$ cat config.mk
export PLATFORM = sky130hd
export DESIGN_NAME = vec_store_agu
export DESIGN_NICKNAME = d
export VERILOG_FILES = /design/src/rtl/vst_pkg.sv /design/src/rtl/vst_addr_gen.sv /design/src/rtl/vst_lane_enable.sv /design/src/rtl/vst_out_stage.sv /design/src/rtl/vec_store_agu.sv
export SDC_FILE = /design/constraint.sdc
export NUM_CORES = 1
export LEC_CHECK = 0
export BUFFER_PORTS_ARGS = -buffer_cell sky130_fd_sc_hd__clkbuf_2
export CORE_AREA = 2 2 503 505
export DETAILED_ROUTE_END_ITERATION = 16
export DIE_AREA = 0 0 505 507
export PLACE_DENSITY = 0.37
export SLEW_MARGIN = 5
export SYNTH_ARGS = -nofsm -noshare
export SYNTH_HDL_FRONTEND = slang
export SYNTH_SLANG_ARGS = --single-unit
$ cat constraint.sdc
create_clock -name clk -period 4.9 [get_ports clk]
set_input_delay 0.735 -clock clk [delete_from_list [all_inputs] [get_ports clk]]
set_output_delay 0.735 -clock clk [all_outputs]
set_load 0.02 [all_outputs]
$ cat src/rtl/vst_pkg.sv
package vst_pkg;
  typedef enum logic [1:0] {
    MODE_OFS      = 2'b00,
    MODE_OFS_POST = 2'b01,
    MODE_REG      = 2'b10,
    MODE_REG_POST = 2'b11
  } vst_mode_e;

  function automatic logic mode_is_post(vst_mode_e m);
    return m[0];
  endfunction

  function automatic logic mode_uses_reg(vst_mode_e m);
    return m[1];
  endfunction
endpackage

$ cat src/rtl/vst_addr_gen.sv
module vst_addr_gen #(
  parameter int ADDR_W = 32,
  parameter int IMM_W  = 4,
  parameter int SCALE_SH = 6
) (
  input  logic [1:0]        mode,
  input  logic [ADDR_W-1:0] base,
  input  logic [ADDR_W-1:0] stride,
  input  logic [IMM_W-1:0]  imm,
  output logic [ADDR_W-1:0] eff_addr,
  output logic [ADDR_W-1:0] next_base,
  output logic              post_upd
);
  import vst_pkg::*;

  localparam int EXT_W = ADDR_W - IMM_W - SCALE_SH;

  vst_mode_e   mode_q;
  logic [ADDR_W-1:0] imm_bytes;
  logic [ADDR_W-1:0] operand;
  logic [ADDR_W-1:0] sum;

  always_comb begin
    mode_q    = vst_mode_e'(mode);
    // signed vector count scaled to bytes
    imm_bytes = {{EXT_W{imm[IMM_W-1]}}, imm, {SCALE_SH{1'b0}}};
    operand   = mode_uses_reg(mode_q) ? stride : imm_bytes;
    sum       = base + operand;
    post_upd  = mode_is_post(mode_q);
    eff_addr  = post_upd ? base : sum;
    next_base = sum;
  end
endmodule

$ cat src/rtl/vst_lane_enable.sv
module vst_lane_enable #(
  parameter int LANES = 64
) (
  input  logic             pred,
  input  logic [LANES-1:0] mask,
  output logic [LANES-1:0] be
);
  for (genvar i = 0; i < LANES; i++) begin : g_lane
    assign be[i] = pred ? mask[i] : 1'b1;
  end
endmodule

$ cat src/rtl/vst_out_stage.sv
module vst_out_stage #(
  parameter int ADDR_W = 32,
  parameter int LANES  = 64,
  parameter int DATA_W = 512
) (
  input  logic              clk,
  input  logic              rst_n,
  input  logic              load,
  input  logic              drain,
  input  logic [ADDR_W-1:0] d_addr,
  input  logic [DATA_W-1:0] d_data,
  input  logic [LANES-1:0]  d_be,
  input  logic [ADDR_W-1:0] d_wb,
  input  logic              d_post,
  output logic              q_valid,
  output logic [ADDR_W-1:0] q_addr,
  output logic [DATA_W-1:0] q_data,
  output logic [LANES-1:0]  q_be,
  output logic [ADDR_W-1:0] q_wb,
  output logic              q_post
);
  always_ff @(posedge clk) begin
    if (!rst_n) begin
      q_valid <= 1'b0;
    end else if (load) begin
      q_valid <= 1'b1;
    end else if (drain) begin
      q_valid <= 1'b0;
    end
  end

  always_ff @(posedge clk) begin
    if (!rst_n) begin
      q_addr <= '0;
      q_data <= '0;
      q_be   <= '0;
      q_wb   <= '0;
      q_post <= 1'b0;
    end else if (load) begin
      q_addr <= d_addr;
      q_data <= d_data;
      q_be   <= d_be;
      q_wb   <= d_wb;
      q_post <= d_post;
    end
  end
endmodule

$ cat src/rtl/vec_store_agu.sv
module vec_store_agu #(
  parameter int ADDR_W = 32,
  parameter int LANES  = 64,
  parameter int LANE_W = 8,
  parameter int IMM_W  = 4
) (
  input  logic                      clk,
  input  logic                      rst_n,
  input  logic                      in_valid,
  output logic                      in_ready,
  input  logic [1:0]                in_mode,
  input  logic [ADDR_W-1:0]         in_base,
  input  logic [ADDR_W-1:0]         in_stride,
  input  logic [IMM_W-1:0]          in_imm,
  input  logic                      in_pred,
  input  logic [LANES-1:0]          in_mask,
  input  logic [LANES*LANE_W-1:0]   in_data,
  output logic                      req_valid,
  input  logic                      req_ready,
  output logic [ADDR_W-1:0]         req_addr,
  output logic [LANES*LANE_W-1:0]   req_data,
  output logic [LANES-1:0]          req_be,
  output logic                      wb_en,
  output logic [ADDR_W-1:0]         wb_base
);
  localparam int DATA_W   = LANES * LANE_W;
  localparam int SCALE_SH = $clog2(LANES);

  logic [ADDR_W-1:0] ea;
  logic [ADDR_W-1:0] nb;
  logic              post;
  logic [LANES-1:0]  be;
  logic              held_post;
  logic              take;
  logic              hand_off;

  vst_addr_gen #(
    .ADDR_W(ADDR_W), .IMM_W(IMM_W), .SCALE_SH(SCALE_SH)
  ) u_addr (
    .mode(in_mode), .base(in_base), .stride(in_stride), .imm(in_imm),
    .eff_addr(ea), .next_base(nb), .post_upd(post)
  );

  vst_lane_enable #(.LANES(LANES)) u_be (
    .pred(in_pred), .mask(in_mask), .be(be)
  );

  assign hand_off = req_valid && req_ready;
  assign in_ready = !req_valid || req_ready;
  assign take     = in_valid && in_ready;

  vst_out_stage #(
    .ADDR_W(ADDR_W), .LANES(LANES), .DATA_W(DATA_W)
  ) u_out (
    .clk(clk), .rst_n(rst_n), .load(take), .drain(hand_off),
    .d_addr(ea), .d_data(in_data), .d_be(be), .d_wb(nb), .d_post(post),
    .q_valid(req_valid), .q_addr(req_addr), .q_data(req_data),
    .q_be(req_be), .q_wb(wb_base), .q_post(held_post)
  );

  assign wb_en = hand_off && held_post;
endmodule

==> results of run 1 <==
-- metrics by stage --
stage / cells / power [W] / setup WS, ns
after floorplan: 3025 / 0.00717 / 1.38
after global placement: 7486 / 0.00861 / 0.843
after detailed placement: 7486 / 0.00861 / 0.885
after CTS: 7645 / 0.0157 / 1.65
after global routing: 7646 / 0.0161 / 1.38
final: 7653 / 0.0153 / 1.53
-- where the power goes --
group / internal, W / total [W] / switching, W
clock network: 0.00405 / 0.00691 / 0.00285
registers: 0.00557 / 0.00579 / 0.000220
logic: 0.000857 / 0.00264 / 0.00178
-- worst max path at each step --
| stage | slack, ns | cells after the start | endpoint |
|---|---|---|---|
| after CTS | 1.65 | 14 | u_out.q_wb[31] |
| after global routing | 1.38 | 14 | u_out.q_wb[31] |
| after detailed placement | 0.88 | 14 | u_out.q_wb[31] |
| final | 1.53 | 14 | u_out.q_wb[31] |
| after floorplan | 1.38 | 13 | u_out.q_wb[24] |
| after global placement | 0.84 | 14 | u_out.q_wb[31] |
-- logic make-up after synthesis --
family          after synthesis  share of synthesized area (%)
compound gates              766                           22.5
xor+xnor                     29                          0.991
fa+ha+maj                    32                           1.59
buf+inv                     238                           3.48
flops                       642                           50.1
mux                          13                          0.527
simple gates               1305                           20.8
-- layout make-up --
cell class	count	area [µm²]	area share (%)
Sequential cell	642	12900	32.8
Multi-Input combinational cell	2145	11900	30.4
Inverter	4	15.0	0.0384
Tap cell	3348	4190	10.7
Clock inverter	30	442	1.13
Antenna cell	8	20.0	0.0512
Timing Repair Buffer	1347	7090	18.1
Clock buffer	129	2620	6.70
-- layout by cell type (no fill, tap or decap), drive strengths merged, types with 31 or more instances in the layout --
cell type	count
a21boi	523
nand3b	67
ha	31
clkbuf	1420
buf	56
o211a	83
a21oi	45
dfxtp	642
nand2	1143
o21ai	50
-- critical path, stage by stage --
cell and delay, ns:
clkbuf_2 0.20, nand2b_1 0.15, buf_4 0.29, nand2_1 0.10
ha_1 0.40, a21oi_1 0.33, o21ai_1 0.18, a32oi_1 0.36
nand3_1 0.18, o21bai_1 0.26, o21ai_1 0.14, a211oi_2 0.30
nor2b_1 0.09, o31ai_1 0.23
-- layer usage --
metal	share of wire, %	vias up	GRT usage (%)
li1	-	12500	-
met1	40	12600	15.9
met2	44	1128	21.5
met3	13	224	7.90
met4	2.3	46	3.04
met5	0.15	-	0
-- state kept, by name, summed over array words and instances, names as in the netlist --
signal         count
u_out.q_addr      32
u_out.q_be        64
u_out.q_data     512
u_out.q_post       1
u_out.q_valid      1
u_out.q_wb        32
==> impl_metrics.py, run 1 <==
metrics = {
    "floorplan": {
        "start_util_pct": 10.2,
        "die_y_um": 507,
        "core_mm2": 0.250,
        "die_w_um": 505,
        "fp-row-count": 184,
        "die-area_mm2": 0.256,
        "design.portCount": 1294,
    },
    "clocking": {
        "cts_tree": "yes",
        "clk_pin_slew_ns": 0.06,
        "cts_root_buf": "clkbuf_16",
        "cts_resized": 0,
        "post_cts_buffers": 0,
        "cts_buffers": 92,
        "cts_sinks": 642,
        "hold_buffers": 0,
        "htreeDepth": 3,
        "cts_max_path_buffers": 3,
        "clock_latency_ns": 0.74,
    },
    "grt": {
        "grt_pass1_vias": 26200,
        "antenna_found_initial": 64,
        "track_usage_pct": 13.6,
        "gr-total-overflow": 0,
        "grt_pass1_wl_um": 240000,
        "grt_max_degree": 122,
    },
    "synthesis": {
        "synth_most_common_cell": "nand2_1",
        "yosysSeqAreaShare_pct": 50.1,
        "synth.ff_latch_count": 642,
        "synth.cell_area_mm2": 0.0256,
        "syn-instance-count": 3025,
        "synth_top_area_cell": "dfxtp_1",
        "synth_edf_count": 0,
        "ys_async_sr_fraction_pct": 0,
        "synth_warnings": 0,
        "synth_common_cells": "nand2_1 (1143), dfxtp_1 (642), a21boi_0 (520)",
        "syn-num-nets": 3708,
        "synthFlopType": "dfxtp_1",
        "synth_area_leaders": "dfxtp_1 (50%), nand2_1 (17%), a21boi_0 (15%), o211a_1 (3.2%), clkbuf_1 (3.1%)",
        "synth.avg_cell_area_um2": 8.48,
        "ys_types": 54,
        "yosys.area.top_type_share_pct": 50.1,
    },
    "worst_setup_path": {
        "critical_path_class": "primary input to flop",
        "cp-start-kind": "primary input",
        "reg2regPathDepth": 6,
        "worstPathRequired_ns": 5.50,
        "reg2reg_to": "u_out.q_data[439]",
        "cp_data_arrival_time_ns": 3.96,
        "cp_max_fo": 23,
        "crit_path_end_kind": "flop",
        "reg2reg_slack_ns": 2.52,
        "crit_start": "in_mode[1]",
        "r2r-start": "u_out.q_valid",
    },
    "timing": {
        "rsz0062_at_grt": "no",
        "fin_setup_tns_ns": 0,
        "relSlewSlack_pct": 36.4,
        "min_period_ns": 3.37,
        "max_freq_mhz": 297,
        "holdWs_ns": 0.223,
        "slew_viol_final": 0,
        "worst_pin_slew_ns": 0.954,
        "setup_viol": 0,
        "finalCritPeriodShare_pct": 68.7,
        "timing_hold_violations_final": 0,
        "skew_ns": 0.0557,
    },
    "run_status": {
        "status": "completed",
    },
    "finish": {
        "drive_gt1_share_pct": 34.9,
        "area_delta_synth_final_pct": 52.6,
        "final_util_pct": 15.6,
        "fillers": 28900,
        "num-nets-final": 4915,
        "final_area_mm2": 0.0391,
    },
    "job": {
        "cap_violations": 0,
    },
    "drt": {
        "routedWlPerCell_um": 23.9,
        "vias": 26500,
        "vias_per_cell": 3.47,
        "routed_wl_um": 183000,
        "drc": 0,
        "first_pass_iters": 5,
        "postRouteAntennaNets": 0,
        "drtIter0Drc": 1351,
    },
    "min_path": {
        "min_to": "u_out.q_data[405]",
        "hp-start": "in_data[405]",
        "holdCritPathClass": "primary input to flop",
        "whs_path_depth": 3,
    },
    "placement": {
        "portBuffers": 1293,
        "gp_congestion": 0.918,
        "dp_hpwl_um": 151000,
        "placed_area_mm2": 0.0360,
    },
    "pwr": {
        "ir_drop_mv": 0.255,
        "p_per_area_mw_per_mm2": 392,
        "power.leakage_nw": 17.6,
    },
}
Note: power is estimated with default switching activity, not from simulation.
==> inputs of run 2 (changes only) <==
- CORE_AREA: 2 2 503 505 -> 2 2 506 508
- DIE_AREA: 0 0 505 507 -> 0 0 508 510
- clock period: 4.9 -> 3 ns (I/O delays scaled with it)
==> run 2 against run 1 <==
  * Power is 73% higher
  * Combinational power increased by 98%
  * Critical path depth increased by 1
  * Die area increased by 1.2%
  * Via count rose by 9.2%
  * Sequential power grew 63%
  * Worst hold slack lost 0.16 ns
  * Global-route usage is 0.29 points higher
  * Register-to-register slack lost 1.6 ns
  * Setup slack got worse by 1.3 ns
  * Utilization is 2.3 points higher
  * Critical endpoint unchanged
==> impl_metrics.py, run 2 (synthesis results as in run 1) <==
metrics = {
    "finish": {
        "top_register": "u_out.q_data",
        "area_delta_synth_final_pct": 76.7,
        "final_cell_mix": "clkbuf_2 (1291), nand2_1 (1142), dfxtp_1 (642)",
        "final_util_pct": 17.9,
        "reg_top3": "u_out.q_data x512, u_out.q_be x64",
        "num-nets-final": 5523,
        "fillers": 28800,
        "largest_reg_flops": 512,
        "final_common_cell": "clkbuf_2",
        "drive_gt1_share_pct": 33.2,
    },
    "timing": {
        "fin_setup_tns_ns": 0,
        "worst_pin_slew_ns": 0.878,
        "relSlewSlack_pct": 41.5,
        "timing_hold_violations_final": 0,
        "finalCritPeriodShare_pct": 93.8,
        "holdWs_ns": 0.0640,
        "min_period_ns": 2.81,
        "slew_viol_final": 0,
        "rsz0062_at_grt": "no",
        "skew_ns": 0.0304,
        "max_freq_mhz": 355,
        "setup_viol": 0,
    },
    "worst_setup_path": {
        "crit_path_end_kind": "flop",
        "worstPathRequired_ns": 3.62,
        "cp_data_arrival_time_ns": 3.43,
        "cp-start-kind": "primary input",
        "slowest_stage": "a21oi_1",
        "max_stage_delay_ns": 0.32,
        "cp_max_fo": 18,
        "worstPathCellList": "clkbuf_2 > buf_4 > nand2b_1 > buf_12 > nand2_1 > ha_1 > a21oi_1 > o21bai_1 > a21oi_1 > nand3_1 > o21bai_1 > o21ai_1 > a211oi_2 > nor2b_1 > o31ai_1",
        "critical_path_class": "primary input to flop",
    },
    "drt": {
        "drc": 0,
        "first_pass_iters": 5,
        "routed_wl_um": 189000,
        "vias_per_cell": 3.49,
        "drtIter0Drc": 1371,
        "postRouteAntennaNets": 0,
        "routedWlPerCell_um": 22.8,
        "vias": 29000,
    },
    "floorplan": {
        "design.portCount": 1294,
        "core_mm2": 0.253,
        "start_util_pct": 10.1,
        "die_w_um": 508,
        "die-area_mm2": 0.259,
        "fp-row-count": 185,
        "die_y_um": 510,
    },
    "run_status": {
        "status": "completed",
    },
    "pwr": {
        "p_total_w": 0.0265,
        "p_per_area_mw_per_mm2": 585,
        "ir_drop_mv": 0.386,
        "power.leakage_nw": 20.4,
    },
    "placement": {
        "portBuffers": 1293,
        "gp_congestion": 0.879,
        "dp_hpwl_um": 157000,
    },
    "grt": {
        "antenna_found_initial": 71,
        "track_usage_pct": 13.9,
        "grt_pass1_vias": 29000,
        "grt_max_degree": 97,
        "grt_pass1_wl_um": 249000,
        "gr-total-overflow": 0,
    },
    "clocking": {
        "cts_max_path_buffers": 3,
        "post_cts_buffers": 0,
        "cts_sinks": 642,
        "cts_buffers": 91,
        "clk_pin_slew_ns": 0.06,
        "hold_buffers": 489,
        "cts_tree": "yes",
        "clock_latency_ns": 0.70,
        "cts_root_buf": "clkbuf_16",
        "htreeDepth": 3,
        "cts_resized": 0,
    },
    "min_path": {
        "holdCritPathClass": "primary input to flop",
    },
    "job": {
        "cap_violations": 0,
    },
}
## run 2: cell count changes in the layout (fill, tap and decap cells not counted), moves of 3 or more
cell           delta
buf_12           +13
buf_4           +108
bufinv_16         +5
clkbuf_1          -4
clkbuf_8          +3
clkinv_16         -3
clkinv_2          +3
diode_2          +17
dlygate4sd3_1   +489
inv_16            +3
## run 2: where the power goes
| group | internal [W] | switching, W |
|---|---|---|
| Sequential | 0.00910 | 0.000350 |
| Combinational | 0.00204 | 0.00320 |
| Clock | 0.00709 | 0.00474 |
| Total | 0.0182 | 0.00829 |
## run 2: final timing paths
path                           from                 to  slack (ns)  depth (start not counted)
setup / recovery         in_mode[1]     u_out.q_wb[31]        0.19                         15
hold reg to reg   u_out.q_data[242]  u_out.q_data[242]        0.46                          2
setup reg to reg      u_out.q_valid  u_out.q_data[295]        0.91                          6
hold / removal         in_data[434]  u_out.q_data[434]        0.06                          3
## run 2: layer usage
layer,up-vias,track usage [%],share of wire (%)
met5,-,0,0.058
met4,18,3.41,2.2
met3,235,7.05,11
met2,1260,22.4,45
met1,13700,16.4,41
li1,13700,-,-
## run 2: final cells by class
| type | instances | area [µm²] | share of cell area, % |
|---|---|---|---|
| Sequential cell | 642 | 12900 | 28.4 |
| Multi-Input combinational cell | 2145 | 11900 | 26.3 |
| Antenna cell | 25 | 62.6 | 0.138 |
| Clock inverter | 38 | 582 | 1.28 |
| Tap cell | 3366 | 4210 | 9.29 |
| Timing Repair Buffer | 1956 | 13000 | 28.8 |
| Inverter | 4 | 15.0 | 0.0331 |
| Clock buffer | 127 | 2620 | 5.79 |
## run 2: critical path: cells and delay by family
kind / cells / cell delay, ns
AO/OA/AOI/OAI: 7 / 1.74
adder cells (fa/ha/maj): 1 / 0.31
buffers and inverters: 3 / 0.45
AND/OR/NAND/NOR: 4 / 0.47
## run 2: per-stage QoR
| stage | cell area, µm² | setup WS, ns | cells |
|---|---|---|---|
| final | 45300 | 0.185 | 8303 |
| after global routing | 45300 | 0.0314 | 8293 |
| after CTS | 45300 | 0.318 | 8278 |
| after detailed placement | 37200 | -0.498 | 7624 |
| after global placement | 37200 | -0.569 | 7624 |
| after floorplan | 25700 | -0.0446 | 3025 |
